`src/rtl/ipl_pkg.sv`:
```
package ipl_pkg;
  localparam int LVL_W = 5;
  typedef logic [LVL_W-1:0] lvl_t;
  // first level reserved for hardware lines; software uses 1 .. HW_FLOOR-1
  localparam lvl_t HW_FLOOR = 5'd16;
  localparam int   SW_TOP   = 15;

  typedef struct packed {
    lvl_t cur;
    lvl_t entry;
  } frame_t;
endpackage

```
`src/rtl/ipl_hw_pick.sv`:
```
module ipl_hw_pick
  import ipl_pkg::*;
#(
  parameter int N = 8,
  parameter int IDX_W = 3,
  parameter logic [N*LVL_W-1:0] MAP = '0
) (
  input  logic [N-1:0]     req,
  output logic             any,
  output lvl_t             lvl,
  output logic [IDX_W-1:0] line
);
  // scan downward; ">=" lets a lower index displace an equal-level winner
  always_comb begin
    any  = 1'b0;
    lvl  = '0;
    line = '0;
    for (int i = N - 1; i >= 0; i--) begin
      if (req[i] && (!any || MAP[i*LVL_W +: LVL_W] >= lvl)) begin
        any  = 1'b1;
        lvl  = MAP[i*LVL_W +: LVL_W];
        line = IDX_W'(i);
      end
    end
  end
endmodule

```
`src/rtl/ipl_sw_pend.sv`:
```
module ipl_sw_pend
  import ipl_pkg::*;
(
  input  logic clk,
  input  logic rst_n,
  input  logic set_we,
  input  lvl_t set_lvl,
  input  logic clr_we,
  input  lvl_t clr_lvl,
  output logic any,
  output lvl_t lvl
);
  logic [SW_TOP:1] pend_q, pend_d;
  logic            set_ok, clr_ok;

  assign set_ok = set_we && (set_lvl != '0) && (set_lvl < HW_FLOOR);
  assign clr_ok = clr_we && (clr_lvl != '0) && (clr_lvl < HW_FLOOR);

  always_comb begin
    pend_d = pend_q;
    if (clr_ok) pend_d[clr_lvl[3:0]] = 1'b0;
    if (set_ok) pend_d[set_lvl[3:0]] = 1'b1;
  end

  always_ff @(posedge clk or negedge rst_n) begin
    if (!rst_n) pend_q <= '0;
    else if (set_ok || clr_ok) pend_q <= pend_d;
  end

  always_comb begin
    any = 1'b0;
    lvl = '0;
    for (int i = 1; i <= SW_TOP; i++) begin
      if (pend_q[i]) begin
        any = 1'b1;
        lvl = lvl_t'(i);
      end
    end
  end
endmodule

```
`src/rtl/ipl_nest_stack.sv`:
```
module ipl_nest_stack
  import ipl_pkg::*;
#(
  parameter int DEPTH = 8
) (
  input  logic   clk,
  input  logic   rst_n,
  input  logic   push,
  input  frame_t din,
  input  logic   pop,
  output frame_t top,
  output logic   empty,
  output logic   ovf
);
  localparam int CNT_W = $clog2(DEPTH + 1);
  localparam int PTR_W = (DEPTH > 1) ? $clog2(DEPTH) : 1;

  frame_t             mem [DEPTH];
  logic [CNT_W-1:0]   cnt_q, cnt_d;
  logic               ovf_q, ovf_d;
  logic               full, do_push, do_pop;
  logic [PTR_W-1:0]   top_idx;

  assign full    = (cnt_q == CNT_W'(DEPTH));
  assign empty   = (cnt_q == '0);
  assign do_push = push && !full;
  assign do_pop  = pop && !push && !empty;
  assign top_idx = PTR_W'(cnt_q - 1'b1);
  assign top     = empty ? '0 : mem[top_idx];
  assign ovf     = ovf_q;

  always_comb begin
    cnt_d = cnt_q;
    ovf_d = ovf_q;
    if (do_push) cnt_d = cnt_q + 1'b1;
    else if (do_pop) cnt_d = cnt_q - 1'b1;
    if (push && full) ovf_d = 1'b1;
  end

  always_ff @(posedge clk or negedge rst_n) begin
    if (!rst_n) begin
      cnt_q <= '0;
      ovf_q <= 1'b0;
    end else begin
      cnt_q <= cnt_d;
      ovf_q <= ovf_d;
    end
  end

  always_ff @(posedge clk) begin
    if (do_push) mem[PTR_W'(cnt_q)] <= din;
  end
endmodule

```
`src/rtl/ipl_arbiter.sv`:
```
module ipl_arbiter
  import ipl_pkg::*;
#(
  parameter int HW_N = 8,
  parameter int STACK_DEPTH = 8,
  parameter logic [HW_N*5-1:0] HW_LVL_MAP =
    {5'd16, 5'd20, 5'd20, 5'd21, 5'd22, 5'd23, 5'd24, 5'd31},
  localparam int IDX_W = (HW_N > 1) ? $clog2(HW_N) : 1
) (
  input  logic             clk,
  input  logic             rst_n,
  input  logic [HW_N-1:0]  hw_req,
  input  logic             sw_post,
  input  logic [4:0]       sw_post_lvl,
  input  logic             lvl_we,
  input  logic [4:0]       lvl_wdata,
  input  logic             ack,
  input  logic             rti,
  output logic             take,
  output logic [4:0]       take_lvl,
  output logic             take_hw,
  output logic [IDX_W-1:0] take_line,
  output logic [4:0]       cur_lvl,
  output logic             nest_ovf
);
  lvl_t cur_q, cur_d, entry_q, entry_d;
  logic take_q, take_d, take_hw_q, take_hw_d;
  lvl_t take_lvl_q, take_lvl_d;
  logic [IDX_W-1:0] take_line_q, take_line_d;

  logic hw_any, sw_any, ack_fire, rti_fire, wr_fire, stk_empty, cond;
  lvl_t hw_lvl, sw_lvl, best_lvl;
  logic [IDX_W-1:0] hw_line;
  frame_t stk_top, stk_din;

  ipl_hw_pick #(.N(HW_N), .IDX_W(IDX_W), .MAP(HW_LVL_MAP)) u_pick (
    .req(hw_req), .any(hw_any), .lvl(hw_lvl), .line(hw_line)
  );

  ipl_sw_pend u_sw (
    .clk(clk), .rst_n(rst_n),
    .set_we(sw_post), .set_lvl(sw_post_lvl),
    .clr_we(ack_fire && !take_hw_q), .clr_lvl(take_lvl_q),
    .any(sw_any), .lvl(sw_lvl)
  );

  assign stk_din = '{cur: cur_q, entry: entry_q};

  ipl_nest_stack #(.DEPTH(STACK_DEPTH)) u_stk (
    .clk(clk), .rst_n(rst_n),
    .push(ack_fire), .din(stk_din),
    .pop(rti_fire), .top(stk_top),
    .empty(stk_empty), .ovf(nest_ovf)
  );

  // event decode: acknowledge outranks return, return outranks write
  assign ack_fire = take_q && ack;
  assign rti_fire = rti && !ack_fire && !stk_empty;
  assign wr_fire  = lvl_we && !ack_fire && !rti;

  always_comb begin
    cur_d   = cur_q;
    entry_d = entry_q;
    if (ack_fire) begin
      cur_d   = take_lvl_q;
      entry_d = take_lvl_q;
    end else if (rti_fire) begin
      cur_d   = stk_top.cur;
      entry_d = stk_top.entry;
    end else if (wr_fire) begin
      cur_d = (lvl_wdata < entry_q) ? entry_q : lvl_wdata;
    end
  end

  // arbitration between the two sources
  always_comb begin
    take_hw_d   = hw_any && (!sw_any || hw_lvl >= sw_lvl);
    best_lvl    = take_hw_d ? hw_lvl : sw_lvl;
    take_line_d = take_hw_d ? hw_line : '0;
    take_lvl_d  = best_lvl;
    cond        = (hw_any || sw_any) && (best_lvl > cur_q);
    // a level-changing event this cycle voids the comparison just made
    take_d      = cond && !ack_fire && !rti && !lvl_we;
  end

  always_ff @(posedge clk or negedge rst_n) begin
    if (!rst_n) begin
      cur_q   <= '0;
      entry_q <= '0;
    end else if (ack_fire || rti_fire || wr_fire) begin
      cur_q   <= cur_d;
      entry_q <= entry_d;
    end
  end

  always_ff @(posedge clk or negedge rst_n) begin
    if (!rst_n) begin
      take_q      <= 1'b0;
      take_hw_q   <= 1'b0;
      take_lvl_q  <= '0;
      take_line_q <= '0;
    end else begin
      take_q      <= take_d;
      take_hw_q   <= take_hw_d;
      take_lvl_q  <= take_lvl_d;
      take_line_q <= take_line_d;
    end
  end

  assign take      = take_q;
  assign take_lvl  = take_lvl_q;
  assign take_hw   = take_hw_q;
  assign take_line = take_line_q;
  assign cur_lvl   = cur_q;
endmodule

```
`config.mk`:
```
export PLATFORM = sky130hd
export DESIGN_NAME = ipl_arbiter
export DESIGN_NICKNAME = d
export VERILOG_FILES = /design/src/rtl/ipl_pkg.sv /design/src/rtl/ipl_hw_pick.sv /design/src/rtl/ipl_sw_pend.sv /design/src/rtl/ipl_nest_stack.sv /design/src/rtl/ipl_arbiter.sv
export SDC_FILE = /design/constraint.sdc
export NUM_CORES = 1
export LEC_CHECK = 0
export CAP_MARGIN = 20
export CORE_UTILIZATION = 60
export DETAILED_ROUTE_END_ITERATION = 10
export PLACE_DENSITY = 0.88
export SYNTH_ARGS = -nofsm -noshare
export SYNTH_HDL_FRONTEND = slang
export SYNTH_HIERARCHICAL = 1
export SYNTH_SLANG_ARGS = --single-unit
```
`constraint.sdc`:
```
create_clock -name clk -period 5.3 [get_ports clk]
set_clock_uncertainty 0.1 [all_clocks]
set_input_delay 1.06 -clock clk [delete_from_list [all_inputs] [get_ports clk]]
set_output_delay 1.06 -clock clk [all_outputs]
set_load 0.01 [all_outputs]
```
== Yosys cells after proc, flatten, opt, wreduce, memory -nomap -nowiden ==
Memories as Yosys holds them, arrays and structs flattened.
Index checks and enable logic that the tools add are counted.
W data, S select, Z words.

* Add/subtract/negate cells: 2
* Order comparisons: 16
* Equal/unequal tests: 1
* Mux-type cells: 73
* Bitwise gates (word level): 3
* Reductions and logical operators: 62

{| class="wikitable"
|+ Operator list
! cell !! number
|-
| $mux W5 || 15
|-
| $mux W4 || 10
|-
| $mux W3 || 13
|-
| $ge A5 B5 Y1 const A || 7
|-
| $mux W15 || 2
|-
| $logic_and A1 B1 Y1 || 28
|-
| $mux W1 || 28
|-
| $and A15 B15 Y15 || 1
|-
| $not A15 Y15 || 1
|-
| $or A15 B15 Y15 || 1
|-
| $logic_not A1 Y1 || 14
|-
| $logic_or A1 B1 Y1 || 12
|-
| $lt A4 B5 Y1 const B || 2
|-
| $lt A5 B5 Y1 const B || 2
|-
| $mux W10 || 1
|-
| $reduce_bool A5 Y1 || 2
|-
| $demux W1 S4 || 2
|-
| $ge A4 B1 Y1 const B || 2
|-
| $ge A5 B5 Y1 || 1
|-
| $gt A5 B5 Y1 || 1
|-
| $lt A5 B5 Y1 || 1
|-
| $add A4 B1 Y4 const B || 1
|-
| $eq A4 B4 Y1 const B || 1
|-
| $logic_not A4 Y1 || 1
|-
| other kinds (5) || 8
|}

* Register bits after elaboration: 40
* RAM bits: 80
* Input port bits: 24
* Output and inout port bits: 16
* Word-level logic and storage cells: 167
* Memories kept: 1

{| class="wikitable"
|+ Memory list
! memory !! depth !! width !! read ports !! clocked after memory_dff !! wr ports !! RTL line !! RTL
|-
| u_stk.mem || 8 || 10 || 1 || 0 || 1 || ipl_nest_stack.sv:18 || <nowiki>frame_t mem [DEPTH];</nowiki>
|}

== Longest topological paths before layout ==
Gate-level depths: netlist of run 1.

* Depth after elaboration: 38
* Depth in mapped cells: 15
* Gate-level depth less buffers: 15

== Cells and area by module ==
The synthesis of run 1 kept the hierarchy.

{| class="wikitable"
|+ By module, submodules not included
! module !! instances !! cells an instance !! area an instance (um^2) !! sequential area each (um^2)
|-
| ipl_nest_stack || 1 || 197 || 3493.4 || 2527.4
|-
| ipl_arbiter || 1 || 142 || 1302.5 || 500.5
|-
| ipl_sw_pend || 1 || 95 || 843.3 || 375.4
|-
| ipl_hw_pick || 1 || 22 || 125.1 || 0.0
|}

== Least setup slack after synthesis of run 1 ==
No wires, ideal clock.

* Kind: input port to flip-flop
* Start point: input hw_req[4]
* End point: register take_q (netlist: take)
* Setup time: 128 ps
* Arrival time: 3568 ps
* Required time: 5072 ps
* Setup slack: 1504 ps
* Stages: 12
* Path buffers: 1
* Cell sequence: nor4_2 -> nand3_1 -> buf_4 -> ha_1 -> nand3_1 -> o21ai_2 -> mux2_2 -> ha_1 -> a21o_1 -> a21o_1 -> a211oi_1 -> nor4_1

* Elaborated cells between the ends (all ways): 37
* Those cells by class: 6 x order compare; 11 x mux; 20 x reduce/logical

{| class="wikitable"
|+ RTL lines
! what !! RTL line !! RTL
|-
| start, declared || ipl_arbiter.sv:12 || <nowiki>input logic [HW_N-1:0] hw_req,</nowiki>
|-
| $logic_and A1 B1 Y1 * || ipl_hw_pick.sv:19 || <nowiki>if (req[i] && (!any || MAP[i*LVL_W +: LVL_W] >= lvl)) begin</nowiki>
|-
| $mux W5 or $mux W1 (tied branches) || ipl_hw_pick.sv:19 ||
|-
| $ge A5 B5 Y1 or $logic_not A1 Y1 (tied branches) || ipl_hw_pick.sv:19 ||
|-
| $logic_or A1 B1 Y1 || ipl_hw_pick.sv:19 ||
|-
| $logic_and A1 B1 Y1 || ipl_hw_pick.sv:19 ||
|-
| $mux W5 or $mux W1 (tied branches) || ipl_hw_pick.sv:19 ||
|-
| $ge A5 B5 Y1 or $logic_not A1 Y1 (tied branches) || ipl_hw_pick.sv:19 ||
|-
| $logic_or A1 B1 Y1 || ipl_hw_pick.sv:19 ||
|-
| [10 not listed] || n/a ||
|-
| via hw_any || ipl_arbiter.sv:31 || <nowiki>logic hw_any, sw_any, ack_fire, rti_fire, wr_fire, stk_empty, cond;</nowiki>
|-
| $logic_and A1 B1 Y1 * || ipl_arbiter.sv:77 || <nowiki>take_hw_d = hw_any && (!sw_any || hw_lvl >= sw_lvl);</nowiki>
|-
| via take_hw_d || ipl_arbiter.sv:27 || <nowiki>logic take_q, take_d, take_hw_q, take_hw_d;</nowiki>
|-
| $mux W5 * || ipl_arbiter.sv:78 || <nowiki>best_lvl = take_hw_d ? hw_lvl : sw_lvl;</nowiki>
|-
| via best_lvl[2] || ipl_arbiter.sv:32 || <nowiki>lvl_t hw_lvl, sw_lvl, best_lvl;</nowiki>
|-
| $gt A5 B5 Y1 * || ipl_arbiter.sv:81 || <nowiki>cond = (hw_any || sw_any) && (best_lvl > cur_q);</nowiki>
|-
| $logic_and A1 B1 Y1 * || ipl_arbiter.sv:81 ||
|-
| $logic_and A1 B1 Y1 * (3 in series) || ipl_arbiter.sv:83 || <nowiki>take_d = cond && !ack_fire && !rti && !lvl_we;</nowiki>
|-
| via take_d || ipl_arbiter.sv:27 ||
|-
| end signal, assigned || ipl_arbiter.sv:103 || <nowiki>take_q <= take_d;</nowiki>
|-
| end, declared || ipl_arbiter.sv:27 ||
|}

The timed path passes the listed nets; every way through them passes the cells marked *.
A chain may end at the register's enable or synchronous reset.

== Final worst setup path of run 1 ==
* Start point: input hw_req[4]
* End point: register take_q (netlist: take)

* Cells in the longest elaborated chain, start to end: 27
* Elaborated cells between the ends (all ways): 37
* Those cells by class: 6 x order compare; 11 x mux; 20 x reduce/logical

{| class="wikitable"
|+ RTL lines
! what !! RTL line
|-
| $logic_and A1 B1 Y1 * || ipl_hw_pick.sv:19
|-
| $mux W5 or $mux W1 (tied branches) || ipl_hw_pick.sv:19
|-
| $ge A5 B5 Y1 or $logic_not A1 Y1 (tied branches) || ipl_hw_pick.sv:19
|-
| $logic_or A1 B1 Y1 || ipl_hw_pick.sv:19
|-
| $logic_and A1 B1 Y1 || ipl_hw_pick.sv:19
|-
| $mux W5 or $mux W1 (tied branches) || ipl_hw_pick.sv:19
|-
| $ge A5 B5 Y1 or $logic_not A1 Y1 (tied branches) || ipl_hw_pick.sv:19
|-
| $logic_or A1 B1 Y1 || ipl_hw_pick.sv:19
|-
| [10 not listed] || n/a
|-
| via hw_lvl[0] || ipl_arbiter.sv:32
|-
| [2 not listed] || n/a
|-
| $logic_and A1 B1 Y1 * || ipl_arbiter.sv:77
|-
| via take_hw_d || ipl_arbiter.sv:27
|-
| $mux W5 * || ipl_arbiter.sv:78
|-
| via best_lvl[2] || ipl_arbiter.sv:32
|-
| $gt A5 B5 Y1 * || ipl_arbiter.sv:81
|-
| $logic_and A1 B1 Y1 * || ipl_arbiter.sv:81
|-
| $logic_and A1 B1 Y1 * (3 in series) || ipl_arbiter.sv:83
|-
| via take_d || ipl_arbiter.sv:27
|}

Marks and branches as above.

==> metrics, run 1 <==
Slew HR 28.7%; CTS buffer count 17; chip width 100 um; RSZ-0062 raised after global routing false; Power Total 3.76 mW; status completed; Adder-Cell Fraction of Synth Area 3.47%; Routed met3 length 956 um; DRT iter0 DRCs 370; GP Congestion 0.926; Worst Setup SP hw_req[4]; dpl ws 0.665 ns; max-cap violation count 0; final wirelength 13.7 mm; post-synthesis mux area share 9.81%; wl on met1 5.03 mm; CP delay by family, top compound AO/OA/AOI/OAI gates; drt wl/cell 21.3 um; Hold-fix buffers, CTS 0; layout cell share with drive strength beyond 1 14.2%; Die ar. 10000 um^2; VDD IR max 261 uV; post-synth top area cell edfxtp_1; syn avg cell area 12.6 um^2; Area Growth Syn to Fin 18.8%; top post-synthesis cells by area edfxtp_1 (42%), dfrtp_1 (17%), mux4_2 (7.0%); largest net degree at the start of global routing 41; drt first pass iters 6; final worst slack 1.15 ns; highest metal used met4; Synth Warn # 6; Period Utilization, post-route 78.3%; Placed Cells 612; most frequent CP cell a21o_1; HPWL after detailed placement 9.00 mm; GRT Residual Overflow 0; vias per inst 6.36; highest clock rate 0.241 GHz; Setup Crit Path Kind in -> reg; RR Startpoint u_sw/pend_q[1]$_DFFE_PN0P_; CP Launch Type input port; H-tree levels 4; total global-route track usage 29.7%; Post-Syn Nets 496; Data required, critical path 5.59 ns; port bufs 39; vias in the first global route 4153; initial antenna violation count 0; setup bufs post-CTS 0; WP data arrival 4.44 ns; Clock Tree Root clkbuf_8; Hold Crit Class reg -> reg; n_diodes 0; LEAKAGE 2.55 nW; delay of the slowest critical-path stage 0.55 ns; clock buffer depth 2; via count 4094; Cell Pwr Density 549 nW/um^2; core box area 9280 um^2; post-synthesis simple-gate area fraction 12.3%; most common cell in the netlist edfxtp_1; DRC errors left 0; Final Cell Area 6850 um^2; TNS Setup 0 ns; Commonest cells post-synth edfxtp_1 (80), dfrtp_1 (40), nor2_1 (38); Final Non-Filler Cells 644; instance count of the mapped netlist 456; Yosys reg bits 120; crit path max fanout 10; Hold Fails Final Rpt 0; first-pass GRT wire length 21.6 mm; xor and xnor area share after synthesis 0.304%; Synth Area in Compound Gates 11.6%; wire length on met2 7.32 mm; fraction of registers with async set/reset 33.3%; EDFF count, synth 80; synth unique cells 58; worst-margin pin slew 1.07 ns; worst-path cell chain clkdlybuf4s50_1 -> a21oi_1 -> o21ai_0 -> inv_1 -> ha_1 -> nand2b_1 -> a21o_1 -> a21oi_1 -> o21ai_2 -> mux2_2 -> ha_1 -> a21o_1 -> a21o_1 -> a211oi_1 -> nor4_1; clock sink total 120; sequential fraction of the synthesis area 59.0%; antenna viol nets, final 0; Yosys top cell area share 41.7%; Slew Limit Fails 0; WP buf/inv 2; Final nets 542; mapped cell area 5760 um^2; Setup Viol. Count Final 0; Crit. End Element flip-flop; post-CTS resize count 0; top_reg_cell synth edfxtp_1; CP max-delay cell clkdlybuf4s50_1; die span in y 100 um; worst hold path startpoint u_stk/ovf$_DFFE_PN0P_; Placed Area 6240 um^2; largest family of logic cells by synthesized area simple AND/OR/NAND/NOR gates; floorplan row count 35; TritonCTS clock tree yes; CTS clk-pin slew, worst paths 0.06 ns; starting density of the core 62.1%; Final min period 4.15 ns; Ports 40; Worst-Skew Late Latency 0.52 ns
## per-layer routing
layer,up-vias,global-route usage (%)
met5,-,0
met4,0,13.3
met3,39,4.94
met2,217,54.1
met1,2025,34.6
li1,1813,-
## area by class of cell
cell class              instances  area [um^2]
flip-flops and latches        120         3400
fillers                       597         2430
inverters                      27          101
well taps                     129          161
repair buffers                 42          408
clock buffers                  17          414
clock inverters                15          200
multi-input cells             294         2160
## path summary, 6_finish.rpt
kind | to | slack (ns) | cells after the start
setup / recovery | take$_DFF_PN0_ | 1.15 | 15
hold / removal | u_stk/ovf$_DFFE_PN0P_ | 0.40 | 1
setup reg to reg | take$_DFF_PN0_ | 1.60 | 15
hold reg to reg | u_stk/ovf$_DFFE_PN0P_ | 0.40 | 1
max in group asynchronous | take_lvl[3]$_DFF_PN0_ | 3.97 | 1
min in group asynchronous | take_line[0]$_DFF_PN0_ | 0.56 | 1
## placed cells by master (no fill, tap or decap), drive strengths merged, types with 17 or more instances in the layout
cell type / netlist / routed
a21oi: 18 / 18
clkbuf: 5 / 17
clkdlybuf4s50: 0 / 38
dfrtp: 40 / 40
edfxtp: 80 / 80
inv: 27 / 30
mux4: 20 / 20
nand2: 32 / 32
nor2: 38 / 38
o21ai: 68 / 68
## logic make-up (layout without fill, tap and decap cells)
logic type	count (synthesis)	in the layout
AND/OR/NAND/NOR	132	132
other	1	1
AO/OA/AOI/OAI	113	113
adder cells (fa/ha/maj)	16	16
buffers and inverters	42	101
flip-flops	120	120
XOR/XNOR	2	2
multiplexers	30	30
## metrics by stage
| step | utilization (%) | hold slack [ns] |
|---|---|---|
| after floorplan | - | 0.380 |
| after global placement | 67.2 | 0.363 |
| after detailed placement | 67.2 | 0.386 |
| after CTS | 73.8 | 0.399 |
| after global routing | 73.8 | 0.428 |
| final | 73.8 | 0.396 |
## sequential cells by signal, indices dropped and copies added, names as in the netlist
register     count
u_stk/cnt_q      4
take             1
u_stk/ovf        1
u_stk/mem       80
take_lvl         5
cur_lvl          5
take_hw          1
u_sw/pend_q     15
take_line        3
entry_q          5
## power breakdown
group / internal (mW) / total, mW / switching [mW]
logic: 0.514 / 1.15 / 0.640
registers: 1.21 / 1.42 / 0.212
clock network: 0.765 / 1.19 / 0.421
total: 2.49 / 3.76 / 1.27
Power figures use the tool's default switching activity.
==> inputs of run 2 (changes only) <==
--- a/config.mk
+++ b/config.mk
@@ -6,9 +6,9 @@
 export NUM_CORES = 1
 export LEC_CHECK = 0
 export CAP_MARGIN = 20
-export CORE_UTILIZATION = 60
+export CORE_UTILIZATION = 59
 export DETAILED_ROUTE_END_ITERATION = 10
-export PLACE_DENSITY = 0.88
+export PLACE_DENSITY = 0.87
 export SYNTH_ARGS = -nofsm -noshare
 export SYNTH_HDL_FRONTEND = slang
 export SYNTH_HIERARCHICAL = 1
==> constraint.sdc (replaced) <==
create_clock -name clk -period 4.1 [get_ports clk]
set_clock_uncertainty 0.1 [all_clocks]
set_input_delay 0.82 -clock clk [delete_from_list [all_inputs] [get_ports clk]]
set_output_delay 0.82 -clock clk [all_outputs]
set_load 0.01 [all_outputs]
==> run 2 against run 1 <==
Wire length down 4.0%; largest cell class unchanged; final cell count up 1.9%; critical endpoint unchanged; cell area up 0.64%; sequential power up 29%; largest power group unchanged; sequential cell count unchanged; global-route usage down 1.4 points; combinational power up 28%.
==> metrics, run 2 (synthesis results as in run 1) <==
core box area 9370 um^2 (+0.94%); Clock Power Share 29.8% (-1.8 points); clock sink total 120 (unchanged); Die ar. 10200 um^2 (+1.7%); Setup Viol. Count Final 0 (unchanged); largest net degree at the start of global routing 41 (unchanged); first-pass GRT wire length 20.7 mm (-4.0%); clock buffer depth 2 (unchanged); Hold Fails Final Rpt 0 (unchanged); LEAKAGE 2.59 nW (+1.5%); Ports 40 (unchanged); HPWL after detailed placement 8.75 mm (-2.7%); chip width 101 um (+0.83%); drt wl/cell 20.0 um (-5.7%); WP data arrival 3.88 ns (-0.56 ns); Setup Crit Path Kind in -> reg; DRT iter0 DRCs 328 (-11%); initial antenna violation count 0 (unchanged); Hold-fix buffers, CTS 0 (unchanged); drt first pass iters 5 (-1); vias per inst 6.13 (-3.5%); max-cap violation count 0 (unchanged); crit path max fanout 4 (-6); DRC errors left 0 (unchanged); most frequent cells in the layout edfxtp_1 (80), dfrtp_1 (40), nor2_1 (38), clkdlybuf4s50_1 (38), o21ai_0 (34); setup bufs post-CTS 0 (unchanged); RSZ-0062 raised after global routing false; max reg flops 80 (unchanged); Slew HR 38.3% (+9.6 points); port bufs 39 (unchanged); register share of total power 38.9% (+1.2 points); Crit. End Element flip-flop; highest clock rate 0.278 GHz; Top reg by flops u_stk/mem; Switching Share 34.2% (+0.34 points); vias in the first global route 4036 (-2.8%); H-tree levels 4 (unchanged); Post-Route Utilization 73.6% (-0.22 points); via count 4023 (-1.7%); most common cell after layout, fill and taps aside edfxtp_1; TNS Setup 0 ns (unchanged); GRT Residual Overflow 0 (unchanged); CP Launch Type input port; final wirelength 13.2 mm (-4.0%); Power Total 4.71 mW (+25%); antenna viol nets, final 0 (unchanged); CTS buffer count 17 (unchanged); VDD IR max 398 uV (+52%); Cell Pwr Density 683 nW/um^2 (+24%); Worst-Skew Late Latency 0.52 ns (about the same); worst-margin pin slew 0.926 ns (-0.140 ns); Slew Limit Fails 0 (unchanged); Final Cell Area 6890 um^2 (+0.64%); Clock Tree Root clkbuf_8; n_diodes 0 (unchanged); GP Congestion 0.918 (-0.84%); layout cell share with drive strength beyond 1 16.3% (+2.1 points); Regs by FF count u_stk/mem: 80 flops, u_sw/pend_q: 15 flops; Final nets 554 (+2.2%); Data required, critical path 4.39 ns (-1.20 ns); floorplan row count 35 (unchanged); die span in y 101 um (+0.83%); Placed Area 6330 um^2 (+1.4%); P_sw 1.61 mW (+27%); starting density of the core 61.5% (-0.58 points); Area Growth Syn to Fin 19.6%; Period Utilization, post-route 87.6%; Final min period 3.59 ns; internal power 3.10 mW (+25%); post-CTS resize count 0 (unchanged); total global-route track usage 28.3% (-1.4 points); status completed; Hold Crit Class in -> async; TritonCTS clock tree yes; CTS clk-pin slew, worst paths 0.06 ns (about the same); combinational share of power 31.3% (+0.6 points)
run 2: layout make-up:
| type | count | area, um^2 |
|---|---|---|
| Clock inverter | 15 | 154 |
| Clock buffer | 17 | 414 |
| Inverter | 27 | 101 |
| Sequential cell | 120 | 3400 |
| Multi-Input combinational cell | 294 | 2160 |
| Timing Repair Buffer | 54 | 498 |
| Tap cell | 129 | 161 |
| Fill cell | 606 | 2480 |
run 2: power by group through the flow:
stage                     registers (mW)  clock network [mW]  logic (mW)
after floorplan                     1.75                   0        1.06
after global placement              1.82                   0        1.37
after detailed placement            1.84                   0        1.44
after CTS                           1.83                1.42        1.47
after global routing                1.86                1.47        1.61
final                               1.83                1.40        1.47
run 2: worst paths after layout:
check	start	to	slack, ns	cells past startpoint
worst min register to register	u_stk/ovf$_DFFE_PN0P_	u_stk/ovf$_DFFE_PN0P_	0.38	1
max in group asynchronous	rst_n	cur_lvl[2]$_DFFE_PN0P_	2.98	1
worst max register to register	u_sw/pend_q[1]$_DFFE_PN0P_	take$_DFF_PN0_	0.64	15
worst min-delay path	rst_n	take_line[0]$_DFF_PN0_	0.34	1
worst max-delay path	hw_req[4]	take$_DFF_PN0_	0.51	15
min in group clk	u_stk/ovf$_DFFE_PN0P_	u_stk/ovf$_DFFE_PN0P_	0.38	1
run 2: metal layers:
| metal | routed length [um] | global-route usage, % |
|---|---|---|
| met4 | 302 | 12.2 |
| met3 | 891 | 6.45 |
| met1 | 5030 | 33.1 |
| met5 | 0 | 0 |
| met2 | 6920 | 50.1 |
run 2: critical path: stages:
cell	delay, ns
clkdlybuf4s50_1	0.43
buf_4	0.16
nor4_2	0.30
nand3_1	0.15
ha_1	0.32
nand2_1	0.06
nand3b_1	0.10
nand2_1	0.07
o21ai_2	0.11
mux2_2	0.39
ha_1	0.30
a21o_1	0.17
a21o_1	0.18
a211oi_1	0.22
nor4_1	0.08
run 2: metrics by stage:
step	std cells	setup WS, ns	hold slack (ns)
6_report	656	0.508	0.343
5_1_grt	656	0.266	0.399
4_1_cts	656	0.521	0.370
3_5_place_dp	624	0.0472	0.376
3_3_place_gp	624	0.0998	0.360
2_1_floorplan	456	0.544	0.380
==> inputs of run 3 (changes only) <==
--- a/config.mk
+++ b/config.mk
@@ -6,6 +6,7 @@
 export NUM_CORES = 1
 export LEC_CHECK = 0
 export CAP_MARGIN = 20
+export CORE_MARGIN = 1
 export CORE_UTILIZATION = 59
 export DETAILED_ROUTE_END_ITERATION = 10
 export PLACE_DENSITY = 0.87
==> constraint.sdc (replaced) <==
create_clock -name clk -period 3.55 [get_ports clk]
set_clock_uncertainty 0.1 [all_clocks]
set_input_delay 0.71 -clock clk [delete_from_list [all_inputs] [get_ports clk]]
set_output_delay 0.71 -clock clk [all_outputs]
set_load 0.01 [all_outputs]
==> run 3 against run 2 <==
Final cell count increased by 2.4%; first-iteration DRC count increased by 24%; sequential power grew 16%; hold slack worse by 0.12 ns; largest power group unchanged; highest routed layer unchanged.
==> metrics, run 3 (synthesis results as in run 1) <==
register area 3400 um^2 (unchanged); most frequent cells in the layout edfxtp_1 (80), dfrtp_1 (40), clkdlybuf4s50_1 (38); die span in y 101 um (unchanged); H-tree levels 4 (unchanged); most common cell after layout, fill and taps aside edfxtp_1; DRT iter0 DRCs 406 (+24%); VDD IR max 455 uV (+15%); Period Utilization, post-route 97.5%; Placed Area 6420 um^2 (+1.5%); clock sink total 120 (unchanged); Hold Fails Final Rpt 0 (unchanged); total global-route track usage 29.7% (+1.5 points); Top reg by flops u_stk/mem; chip width 101 um (unchanged); highest clock rate 0.289 GHz; Slew Limit Fails 0 (unchanged); reg2reg end take$_DFF_PN0_; drt first pass iters 6 (+1); Cell Pwr Density 792 nW/um^2 (+16%); Post-Route Utilization 76.1% (+2.5 points); vias per inst 6.43 (+4.8%); Multi-input gate area 2270 um^2 (+5.2%); port bufs 39 (unchanged); n_diodes 0 (unchanged); TNS Setup 0 ns (unchanged); Setup Viol. Count Final 0 (unchanged); Die ar. 10200 um^2 (unchanged); Worst-Skew Late Latency 0.52 ns (about the same); antenna viol nets, final 0 (unchanged); RR Startpoint u_sw/pend_q[1]$_DFFE_PN0P_; delay of the slowest critical-path stage 0.39 ns (-0.04 ns); max reg flops 80 (unchanged); via count 4318 (+7.3%); Final min period 3.46 ns; flop2flop setup slack 0.09 ns (-0.55 ns); worst-path cell chain nor2b_1 -> o21ai_1 -> o211ai_1 -> a211o_1 -> ha_1 -> nand2b_4 -> a21o_1 -> a21oi_2 -> o21ai_2 -> buf_6 -> mux2_4 -> ha_4 -> nand4_1 -> buf_4 -> nor2_2 -> nor4_2; fillers 560 (-7.6%); drt wl/cell 21.9 um (+9.3%); worst hold margin 0.223 ns (-0.119 ns); CP Launch Type flip-flop; Area Growth Syn to Fin 23.7%; final wirelength 14.7 mm (+12%); Crit. End Element flip-flop; CP max-delay cell dfrtp_1; vias in the first global route 4216 (+4.5%); starting density of the core 61.5% (unchanged); HPWL after detailed placement 9.06 mm (+3.5%); DRC errors left 0 (unchanged); Final Cell Area 7130 um^2 (+3.4%); worst-margin pin slew 0.929 ns (+0.00292 ns); Final Non-Filler Cells 672 (+2.4%); initial antenna violation count 0 (unchanged); dpl ws -0.471 ns (-0.518 ns); Ports 40 (unchanged); CTS clk-pin slew, worst paths 0.06 ns (about the same); Final nets 570 (+2.9%); GP Congestion 0.944 (+2.8%); Placed Cells 637 (+2.1%); layout cell share with drive strength beyond 1 20.8% (+4.5 points); Data required, critical path 3.87 ns (-0.52 ns); status completed; Clock Tree Root clkbuf_8; max-cap violation count 0 (unchanged); clock buffer depth 2 (unchanged); floorplan row count 35 (unchanged); core box area 9370 um^2 (unchanged); WP data arrival 3.78 ns (-0.10 ns); Power Total 5.64 mW (+20%); Regs by FF count u_stk/mem: 80 flops, u_sw/pend_q: 15 flops; crit path max fanout 5 (+1); Hold Crit Class in -> async; Worst Reg-to-Reg Cells 16 (+1); final worst slack 0.0902 ns (-0.418 ns); first-pass GRT wire length 22.0 mm (+6.1%); CTS buffer count 17 (unchanged); GRT Residual Overflow 0 (unchanged); TritonCTS clock tree yes; LEAKAGE 2.70 nW (+4.2%); Setup Crit Path Kind reg -> reg; Slew HR 38.1% (-0.19 points); largest net degree at the start of global routing 41 (unchanged)
==> run 3: area by class of cell <==
| type | instances | area share (%) |
|---|---|---|
| Clock buffer | 17 | 5.81 |
| Timing Repair Buffer | 70 | 8.72 |
| Inverter | 27 | 1.42 |
| Sequential cell | 120 | 47.7 |
| Multi-Input combinational cell | 294 | 31.9 |
| Tap cell | 129 | 2.26 |
| Clock inverter | 15 | 2.14 |
==> run 3: worst max-delay path by stage <==
stage	end	startpoint
after detailed placement	take$_DFF_PN0_	hw_req[4]
after CTS	take$_DFF_PN0_	u_sw/pend_q[1]$_DFFE_PN0P_
final	take$_DFF_PN0_	u_sw/pend_q[1]$_DFFE_PN0P_
after floorplan	take$_DFF_PN0_	hw_req[4]
after global placement	take$_DFF_PN0_	hw_req[4]
after global routing	take$_DFF_PN0_	u_sw/pend_q[1]$_DFFE_PN0P_
==> run 3: per-layer routing <==
metal / track usage, % / routed length [um] / up-vias
met5: 0 / 0 / -
met4: 15.4 / 701 / 0
met3: 6.03 / 1100 / 68
met2: 52.3 / 7730 / 268
met1: 34.4 / 5200 / 2111
li1: - / - / 1871
==> run 3: report_power, final <==
group	internal (mW)	switching [mW]	leakage [nW]
clock	0.998	0.630	0.270
sequential	1.80	0.315	1.19
combinational	0.868	1.03	1.25
total	3.67	1.98	2.70
==> run 3: timing repair <==
action | CTS | global route
setup buffers | 0 | 3
gates resized for setup | 0 | 19
setup endpoints to repair | 0 | 1
hold buffers | 0 | 0
==> run 3: critical path, delay by kind of cell, from the launching register on <==
| family | cells | cell delay [ns] |
|---|---|---|
| and+or+nand+nor | 5 | 0.70 |
| adders and majority gates | 2 | 0.56 |
| buffers and inverters | 2 | 0.27 |
| DFF | 1 | 0.39 |
| muxes | 1 | 0.33 |
| AOI/OAI and AO/OA | 6 | 0.99 |
